--- config.mk ---
export PLATFORM = sky130hd
export DESIGN_NAME = rxr_ring_mgr
export DESIGN_NICKNAME = d
export VERILOG_FILES = /design/src/rtl/rxr_pkg.sv /design/src/rtl/rxr_page_wrap.sv /design/src/rtl/rxr_page_math.sv /design/src/rtl/rxr_hdr_fetch.sv /design/src/rtl/rxr_bnry_reg.sv /design/src/rtl/rxr_ring_mgr.sv
export SDC_FILE = /design/constraint.sdc
export NUM_CORES = 1
export LEC_CHECK = 0
export CORE_MARGIN = 10
export CORE_UTILIZATION = 50
export CTS_CLUSTER_DIAMETER = 30
export CTS_CLUSTER_SIZE = 10
export DETAILED_ROUTE_END_ITERATION = 7
export PLACE_DENSITY = 0.73
export SETUP_SLACK_MARGIN = 0.1
export SLEW_MARGIN = 20
export SYNTH_ARGS = -nofsm -noshare
export SYNTH_HDL_FRONTEND = slang
export SYNTH_HIERARCHICAL = 1
export SYNTH_SLANG_ARGS = --single-unit
--- constraint.sdc ---
create_clock -name clk_i -period 8.5 [get_ports clk_i]
set_input_delay 0.85 -clock clk_i [delete_from_list [all_inputs] [get_ports clk_i]]
set_output_delay 0.85 -clock clk_i [all_outputs]
set_load 0.02 [all_outputs]
--- src/rtl/rxr_pkg.sv ---
package rxr_pkg;
  typedef enum logic [1:0] {
    ST_IDLE   = 2'd0,
    ST_FETCH  = 2'd1,
    ST_REPORT = 2'd2
  } rxr_state_e;
endpackage

--- src/rtl/rxr_page_wrap.sv ---
module rxr_page_wrap #(
  parameter int W          = 10,
  parameter int RING_FIRST = 'h46,
  parameter int RING_STOP  = 'h60
) (
  input  logic [W-1:0] page_i,
  output logic [W-1:0] page_o
);
  assign page_o = (page_i >= W'(RING_STOP)) ? page_i - W'(RING_STOP) + W'(RING_FIRST)
                                            : page_i;
endmodule

--- src/rtl/rxr_page_math.sv ---
module rxr_page_math #(
  parameter int PAGE_W     = 8,
  parameter int OFF_W      = 8,
  parameter int SIZE_W     = 16,
  parameter int RING_FIRST = 'h46,
  parameter int RING_STOP  = 'h60,
  parameter int LINK_TRIES = 2
) (
  input  logic [PAGE_W-1:0] rd_page_i,
  input  logic [SIZE_W-1:0] size_i,
  input  logic [PAGE_W-1:0] link_i,
  output logic              link_bad_o
);
  localparam int CNT_W = SIZE_W - OFF_W + 1;
  localparam int CW    = SIZE_W + 2;

  logic [CNT_W-1:0]      pages;
  logic [CW-1:0]         base;
  logic [CW-1:0]         cand_raw [LINK_TRIES];
  logic [CW-1:0]         cand     [LINK_TRIES];
  logic [LINK_TRIES-1:0] hit;

  // round the byte size up to whole pages
  assign pages = {1'b0, size_i[SIZE_W-1:OFF_W]} + CNT_W'(|size_i[OFF_W-1:0]);
  assign base  = CW'(rd_page_i) + CW'(pages);

  for (genvar g = 0; g < LINK_TRIES; g++) begin : g_try
    if (g == 0) begin : g_first
      assign cand_raw[g] = base;
    end else begin : g_next
      assign cand_raw[g] = cand[g-1] + CW'(1);
    end
    rxr_page_wrap #(.W(CW), .RING_FIRST(RING_FIRST), .RING_STOP(RING_STOP)) u_wrap (
      .page_i(cand_raw[g]),
      .page_o(cand[g])
    );
    assign hit[g] = (cand[g] == CW'(link_i));
  end

  assign link_bad_o = ~|hit;
endmodule

--- src/rtl/rxr_hdr_fetch.sv ---
module rxr_hdr_fetch #(
  parameter int HDR_BYTES = 4,
  parameter int OFF_W     = 8
) (
  input  logic                   clk_i,
  input  logic                   rst_ni,
  input  logic                   start_i,
  input  logic                   active_i,
  input  logic                   vld_i,
  input  logic [7:0]             byte_i,
  output logic [OFF_W-1:0]       idx_o,
  output logic                   done_o,
  output logic [8*HDR_BYTES-1:0] hdr_o
);
  logic [OFF_W-1:0] idx_q;
  logic             beat;

  assign beat = active_i & vld_i;

  always_ff @(posedge clk_i or negedge rst_ni) begin
    if (!rst_ni)      idx_q <= '0;
    else if (start_i) idx_q <= '0;
    else if (beat)    idx_q <= idx_q + OFF_W'(1);
  end

  for (genvar g = 0; g < HDR_BYTES; g++) begin : g_byte
    logic [7:0] b_q;
    always_ff @(posedge clk_i or negedge rst_ni) begin
      if (!rst_ni)                           b_q <= '0;
      else if (beat && idx_q == OFF_W'(g))   b_q <= byte_i;
    end
    assign hdr_o[8*g +: 8] = b_q;
  end

  assign idx_o  = idx_q;
  assign done_o = beat & (idx_q == OFF_W'(HDR_BYTES-1));
endmodule

--- src/rtl/rxr_bnry_reg.sv ---
module rxr_bnry_reg #(
  parameter int PAGE_W     = 8,
  parameter int RING_FIRST = 'h46,
  parameter int RING_STOP  = 'h60
) (
  input  logic              clk_i,
  input  logic              rst_ni,
  input  logic              adv_i,
  input  logic [PAGE_W-1:0] adv_page_i,
  input  logic              rec_i,
  input  logic [PAGE_W-1:0] rec_page_i,
  output logic [PAGE_W-1:0] bnry_o,
  output logic [PAGE_W-1:0] next_rd_o
);
  localparam int PW1 = PAGE_W + 1;

  logic [PAGE_W-1:0] bnry_q;
  logic [PAGE_W:0]   inc;

  function automatic logic [PAGE_W-1:0] step_back(input logic [PAGE_W-1:0] p);
    return (p <= PAGE_W'(RING_FIRST)) ? PAGE_W'(RING_STOP - 1) : p - PAGE_W'(1);
  endfunction

  always_ff @(posedge clk_i or negedge rst_ni) begin
    if (!rst_ni)    bnry_q <= PAGE_W'(RING_STOP - 1);
    else if (rec_i) bnry_q <= step_back(rec_page_i);
    else if (adv_i) bnry_q <= step_back(adv_page_i);
  end

  assign inc       = {1'b0, bnry_q} + PW1'(1);
  assign next_rd_o = (inc >= PW1'(RING_STOP)) ? PAGE_W'(RING_FIRST) : inc[PAGE_W-1:0];
  assign bnry_o    = bnry_q;
endmodule

--- src/rtl/rxr_ring_mgr.sv ---
module rxr_ring_mgr
  import rxr_pkg::*;
#(
  parameter int PAGE_W     = 8,
  parameter int OFF_W      = 8,
  parameter int SIZE_W     = 16,
  parameter int HDR_BYTES  = 4,
  parameter int RING_FIRST = 'h46,
  parameter int RING_STOP  = 'h60,
  parameter int MIN_SIZE   = 64,
  parameter int MAX_SIZE   = 1518,
  parameter int ERR_MASK   = 'h0E,
  localparam int ADDR_W    = PAGE_W + OFF_W
) (
  input  logic              clk_i,
  input  logic              rst_ni,
  input  logic [PAGE_W-1:0] curr_page_i,
  output logic              rd_req_o,
  output logic [ADDR_W-1:0] rd_addr_o,
  input  logic              hdr_vld_i,
  input  logic [7:0]        hdr_byte_i,
  input  logic              consume_i,
  input  logic              recover_i,
  output logic              deliver_o,
  output logic              drop_o,
  output logic              fatal_o,
  output logic [ADDR_W-1:0] pay_addr_o,
  output logic [SIZE_W-1:0] pay_len_o,
  output logic [PAGE_W-1:0] bnry_o
);
  localparam int HDR_W = 8 * HDR_BYTES;

  rxr_state_e        state_q;
  logic [PAGE_W-1:0] rd_page_q;
  logic [PAGE_W-1:0] next_rd;
  logic [OFF_W-1:0]  idx;
  logic              hdr_done;
  logic [HDR_W-1:0]  hdr;
  logic [7:0]        status;
  logic [PAGE_W-1:0] link;
  logic [SIZE_W-1:0] size;
  logic              link_bad;
  logic              drop_c;
  logic              pending;
  logic              start;
  logic              in_fetch;
  logic              in_rep;
  logic              adv;

  assign pending  = (next_rd != curr_page_i);
  assign start    = (state_q == ST_IDLE) & pending & ~recover_i;
  assign in_fetch = (state_q == ST_FETCH);
  assign in_rep   = (state_q == ST_REPORT);
  assign adv      = in_rep & consume_i & ~link_bad & ~recover_i;

  always_ff @(posedge clk_i or negedge rst_ni) begin
    if (!rst_ni) begin
      state_q   <= ST_IDLE;
      rd_page_q <= PAGE_W'(RING_FIRST);
    end else if (recover_i) begin
      state_q <= ST_IDLE;
    end else begin
      unique case (state_q)
        ST_IDLE: if (pending) begin
          state_q   <= ST_FETCH;
          rd_page_q <= next_rd;
        end
        ST_FETCH:  if (hdr_done) state_q <= ST_REPORT;
        ST_REPORT: if (consume_i && !link_bad) state_q <= ST_IDLE;
        default:   state_q <= ST_IDLE;
      endcase
    end
  end

  rxr_hdr_fetch #(.HDR_BYTES(HDR_BYTES), .OFF_W(OFF_W)) u_fetch (
    .clk_i   (clk_i),
    .rst_ni  (rst_ni),
    .start_i (start),
    .active_i(in_fetch),
    .vld_i   (hdr_vld_i),
    .byte_i  (hdr_byte_i),
    .idx_o   (idx),
    .done_o  (hdr_done),
    .hdr_o   (hdr)
  );

  // byte 0 status, byte 1 link, bytes 2..3 little-endian size
  assign status = hdr[7:0];
  assign link   = hdr[8 +: PAGE_W];
  assign size   = hdr[16 +: SIZE_W];

  rxr_page_math #(
    .PAGE_W(PAGE_W), .OFF_W(OFF_W), .SIZE_W(SIZE_W),
    .RING_FIRST(RING_FIRST), .RING_STOP(RING_STOP), .LINK_TRIES(2)
  ) u_math (
    .rd_page_i (rd_page_q),
    .size_i    (size),
    .link_i    (link),
    .link_bad_o(link_bad)
  );

  rxr_bnry_reg #(.PAGE_W(PAGE_W), .RING_FIRST(RING_FIRST), .RING_STOP(RING_STOP)) u_bnry (
    .clk_i     (clk_i),
    .rst_ni    (rst_ni),
    .adv_i     (adv),
    .adv_page_i(link),
    .rec_i     (recover_i),
    .rec_page_i(curr_page_i),
    .bnry_o    (bnry_o),
    .next_rd_o (next_rd)
  );

  assign drop_c = (size < SIZE_W'(MIN_SIZE)) | (size > SIZE_W'(MAX_SIZE)) |
                  (|(status & 8'(ERR_MASK)));

  assign rd_req_o   = in_fetch;
  assign rd_addr_o  = {rd_page_q, idx};
  assign fatal_o    = in_rep & link_bad;
  assign deliver_o  = in_rep & ~link_bad & ~drop_c;
  assign drop_o     = in_rep & ~link_bad & drop_c;
  assign pay_addr_o = {rd_page_q, OFF_W'(HDR_BYTES)};
  assign pay_len_o  = size - SIZE_W'(HDR_BYTES);
endmodule

==> reports/metrics.yaml <==
logic_synthesis:
  synth_warnings: 6
  syn_inst: 553
  syn_area_per_cell_um2: 9.159
  synthesis.area_um2: 5065
place:
  hpwl_mm: 10.62
  gp_congestion: 0.8751
  io_buffers: 72
finish:
  multi_input_area_um2: 3750
  drive_gt1_frac: 0.2242
  n_antenna_cell: 0
  syn_to_final_growth_pct: 25.89
  fillers: 827
  final-seq-area_um2: 1340
  fin_nets: 714
global_routing:
  grt_busiest_layer: "met2"
  gr-usage-all-layers: 0.1796
  use_met3: 0.04188
  grt_pass1_vias: 4409
  grt_overflow_total: 0
  met2_usage: 0.3239
  grt_max_degree: 54
  grt_pass1_wl_mm: 22.05
  use_met1: 0.2123
  antenna_found_initial: 0
detailed_routing:
  via_per_inst: 5.612
  wl_per_cell_um: 17.26
  drtPass1Iterations: 7
  route.detailed.drc: 0
  ant_nets: 0
  drt_iter0_drc: 223
  vias: 4501
  wl_mm: 13.84
setup_path:
  r2r_slack_ns: 0.44
  cp-end-kind: "output pin"
  cp.arrival_ns: 7.41
  critPathLaunchType: "flip-flop"
  critPathRequiredTime_ns: 7.65
  path_class: "flip-flop to output pin"
  critPathSlowestCell: "or4_4"
  path_max_fanout: 5
  critPathMaxStageDelay_ns: 0.59
sta:
  worstMarginPinSlew_ns: 0.6784
  fin_crit_ns: 8.261
  maxSlewHeadroom: 0.5445
  hold_viol: 0
  slew_viol_final: 0
  setup_viol: 0
  fmax_mhz: 121.0
  skew_ns: 0.01208
  fin_hold_ws_ns: 0.5078
  period_share: 0.9719
clock_tree:
  cts_tree: "built"
  tritoncts_num_sinks: 53
  clock_path_buffers: 2
  insertion_delay_ns: 0.32
  clkTransAtPathRegs_ns: 0.11
  cts_max_level: 2
  cts_made_buffers: 5
  clockRootBuffer: "clkbuf_8"
job:
  cap_viol_max_count: 0
floorplanning:
  die_h_um: 120.6
  die_x_um: 120.6
  start_util: 0.5158
  row_count: 36
  die-area_um2: 14560
  ioPinCount: 81
  core_area_um2: 9819
hold_path:
  holdCritPathClass: "flip-flop to flip-flop"
run_status:
  status: "finished, final reports clean"
timing repair:
action | in CTS | in global routing
endpoints found under the setup margin | 3 | 11
resized for setup | 10 | 36
hold endpoints to repair | 0 | 0
setup buffers | 0 | 9
cloned | 0 | 1
pin swaps | 0 | 10
hold buffers | 0 | 0
layer usage:
metal,vias to the layer above,routed length (µm)
met3,14,797
met1,2198,5796
li1,2165,-
met5,-,0
met2,124,7079
met4,0,165
critical path, delay by kind of cell, from the launching register on:
| kind | cells | cell delay [ns] |
|---|---|---|
| AO/OA/AOI/OAI | 3 | 0.52 |
| XOR/XNOR | 3 | 0.47 |
| adder cells (fa/ha/maj) | 2 | 0.46 |
| AND/OR/NAND/NOR | 21 | 5.06 |
| flip-flops | 1 | 0.44 |
| buffers and inverters | 1 | 0.15 |
stage by stage:
stage	worst slack (ns)	util	instances	instance area, µm²	setup TNS, ns
floorplan	0.8289	-	587	5192	0
global placement	0.3110	0.6137	784	6026	0
detailed placement	0.05591	0.6137	784	6026	0
CTS	0.05916	0.6265	792	6152	0
global route	-0.05579	0.6493	802	6376	-0.1242
finish	0.2386	0.6493	802	6376	0
layout make-up:
type                       count  area share
clock inverter                 3    0.004121
timing repair buffer          97      0.1407
inverter                      34     0.02002
multi-input combinational    477      0.5881
clock buffer                   5     0.01079
tap                          133     0.02610
sequential                    53      0.2102
registers in the layout (all words and copies together), names as in the netlist:
name and count:
rd_page_q 8, state_q 2, u_bnry/bnry_o 8, u_fetch/g_byte.b_q 27
u_fetch/idx_o 8
path summary, 6_finish.rpt:
kind	start	endpoint	depth (start not counted)
max in group asynchronous	rst_ni	u_fetch/g_byte[2].b_q[7]$_DFFE_PN0P_	2
max reg2reg	u_fetch/g_byte[2].b_q[1]$_DFFE_PN0P_	u_bnry/bnry_o[1]$_DFFE_PN1P_	32
min	state_q[1]$_DFFE_PN0P_	state_q[0]$_DFFE_PN0P_	1
min reg2reg	state_q[1]$_DFFE_PN0P_	state_q[0]$_DFFE_PN0P_	1
max	u_fetch/g_byte[2].b_q[1]$_DFFE_PN0P_	drop_o	30
min in group asynchronous	rst_ni	u_fetch/idx_o[3]$_DFFE_PN0P_	2
cells in the final DEF (no fill, tap or decap), types with 4 or more instances in the layout:
| cell | n |
|---|---|
| or3_1 | 5 |
| xnor2_2 | 7 |
| clkdlybuf4s50_1 | 68 |
| dfstp_2 | 9 |
| o31ai_1 | 6 |
| conb_1 | 38 |
| a21o_1 | 5 |
| or4_1 | 6 |
| nand4_1 | 9 |
| nor2_1 | 32 |
| nand3_1 | 14 |
| nor4_2 | 4 |
| nor3_2 | 4 |
| and3_4 | 4 |
| xor2_1 | 51 |
| mux2_2 | 35 |
| a211oi_2 | 4 |
| o21ai_1 | 7 |
| dfrtp_1 | 42 |
| and3_1 | 5 |
| nor3b_2 | 4 |
| xnor2_1 | 38 |
| nor2b_1 | 5 |
| nand2_1 | 35 |
| nor4_1 | 11 |
| a21oi_1 | 19 |
| nand4_2 | 4 |
| buf_4 | 27 |
| o21ai_0 | 11 |
| or4_4 | 4 |
| nand3b_1 | 5 |
| ha_1 | 23 |
| clkbuf_8 | 5 |
| inv_1 | 34 |
| nor3_1 | 16 |
Power is not shown: default switching activity piles up to over one toggle a cycle in this logic, so the estimate is an artifact.
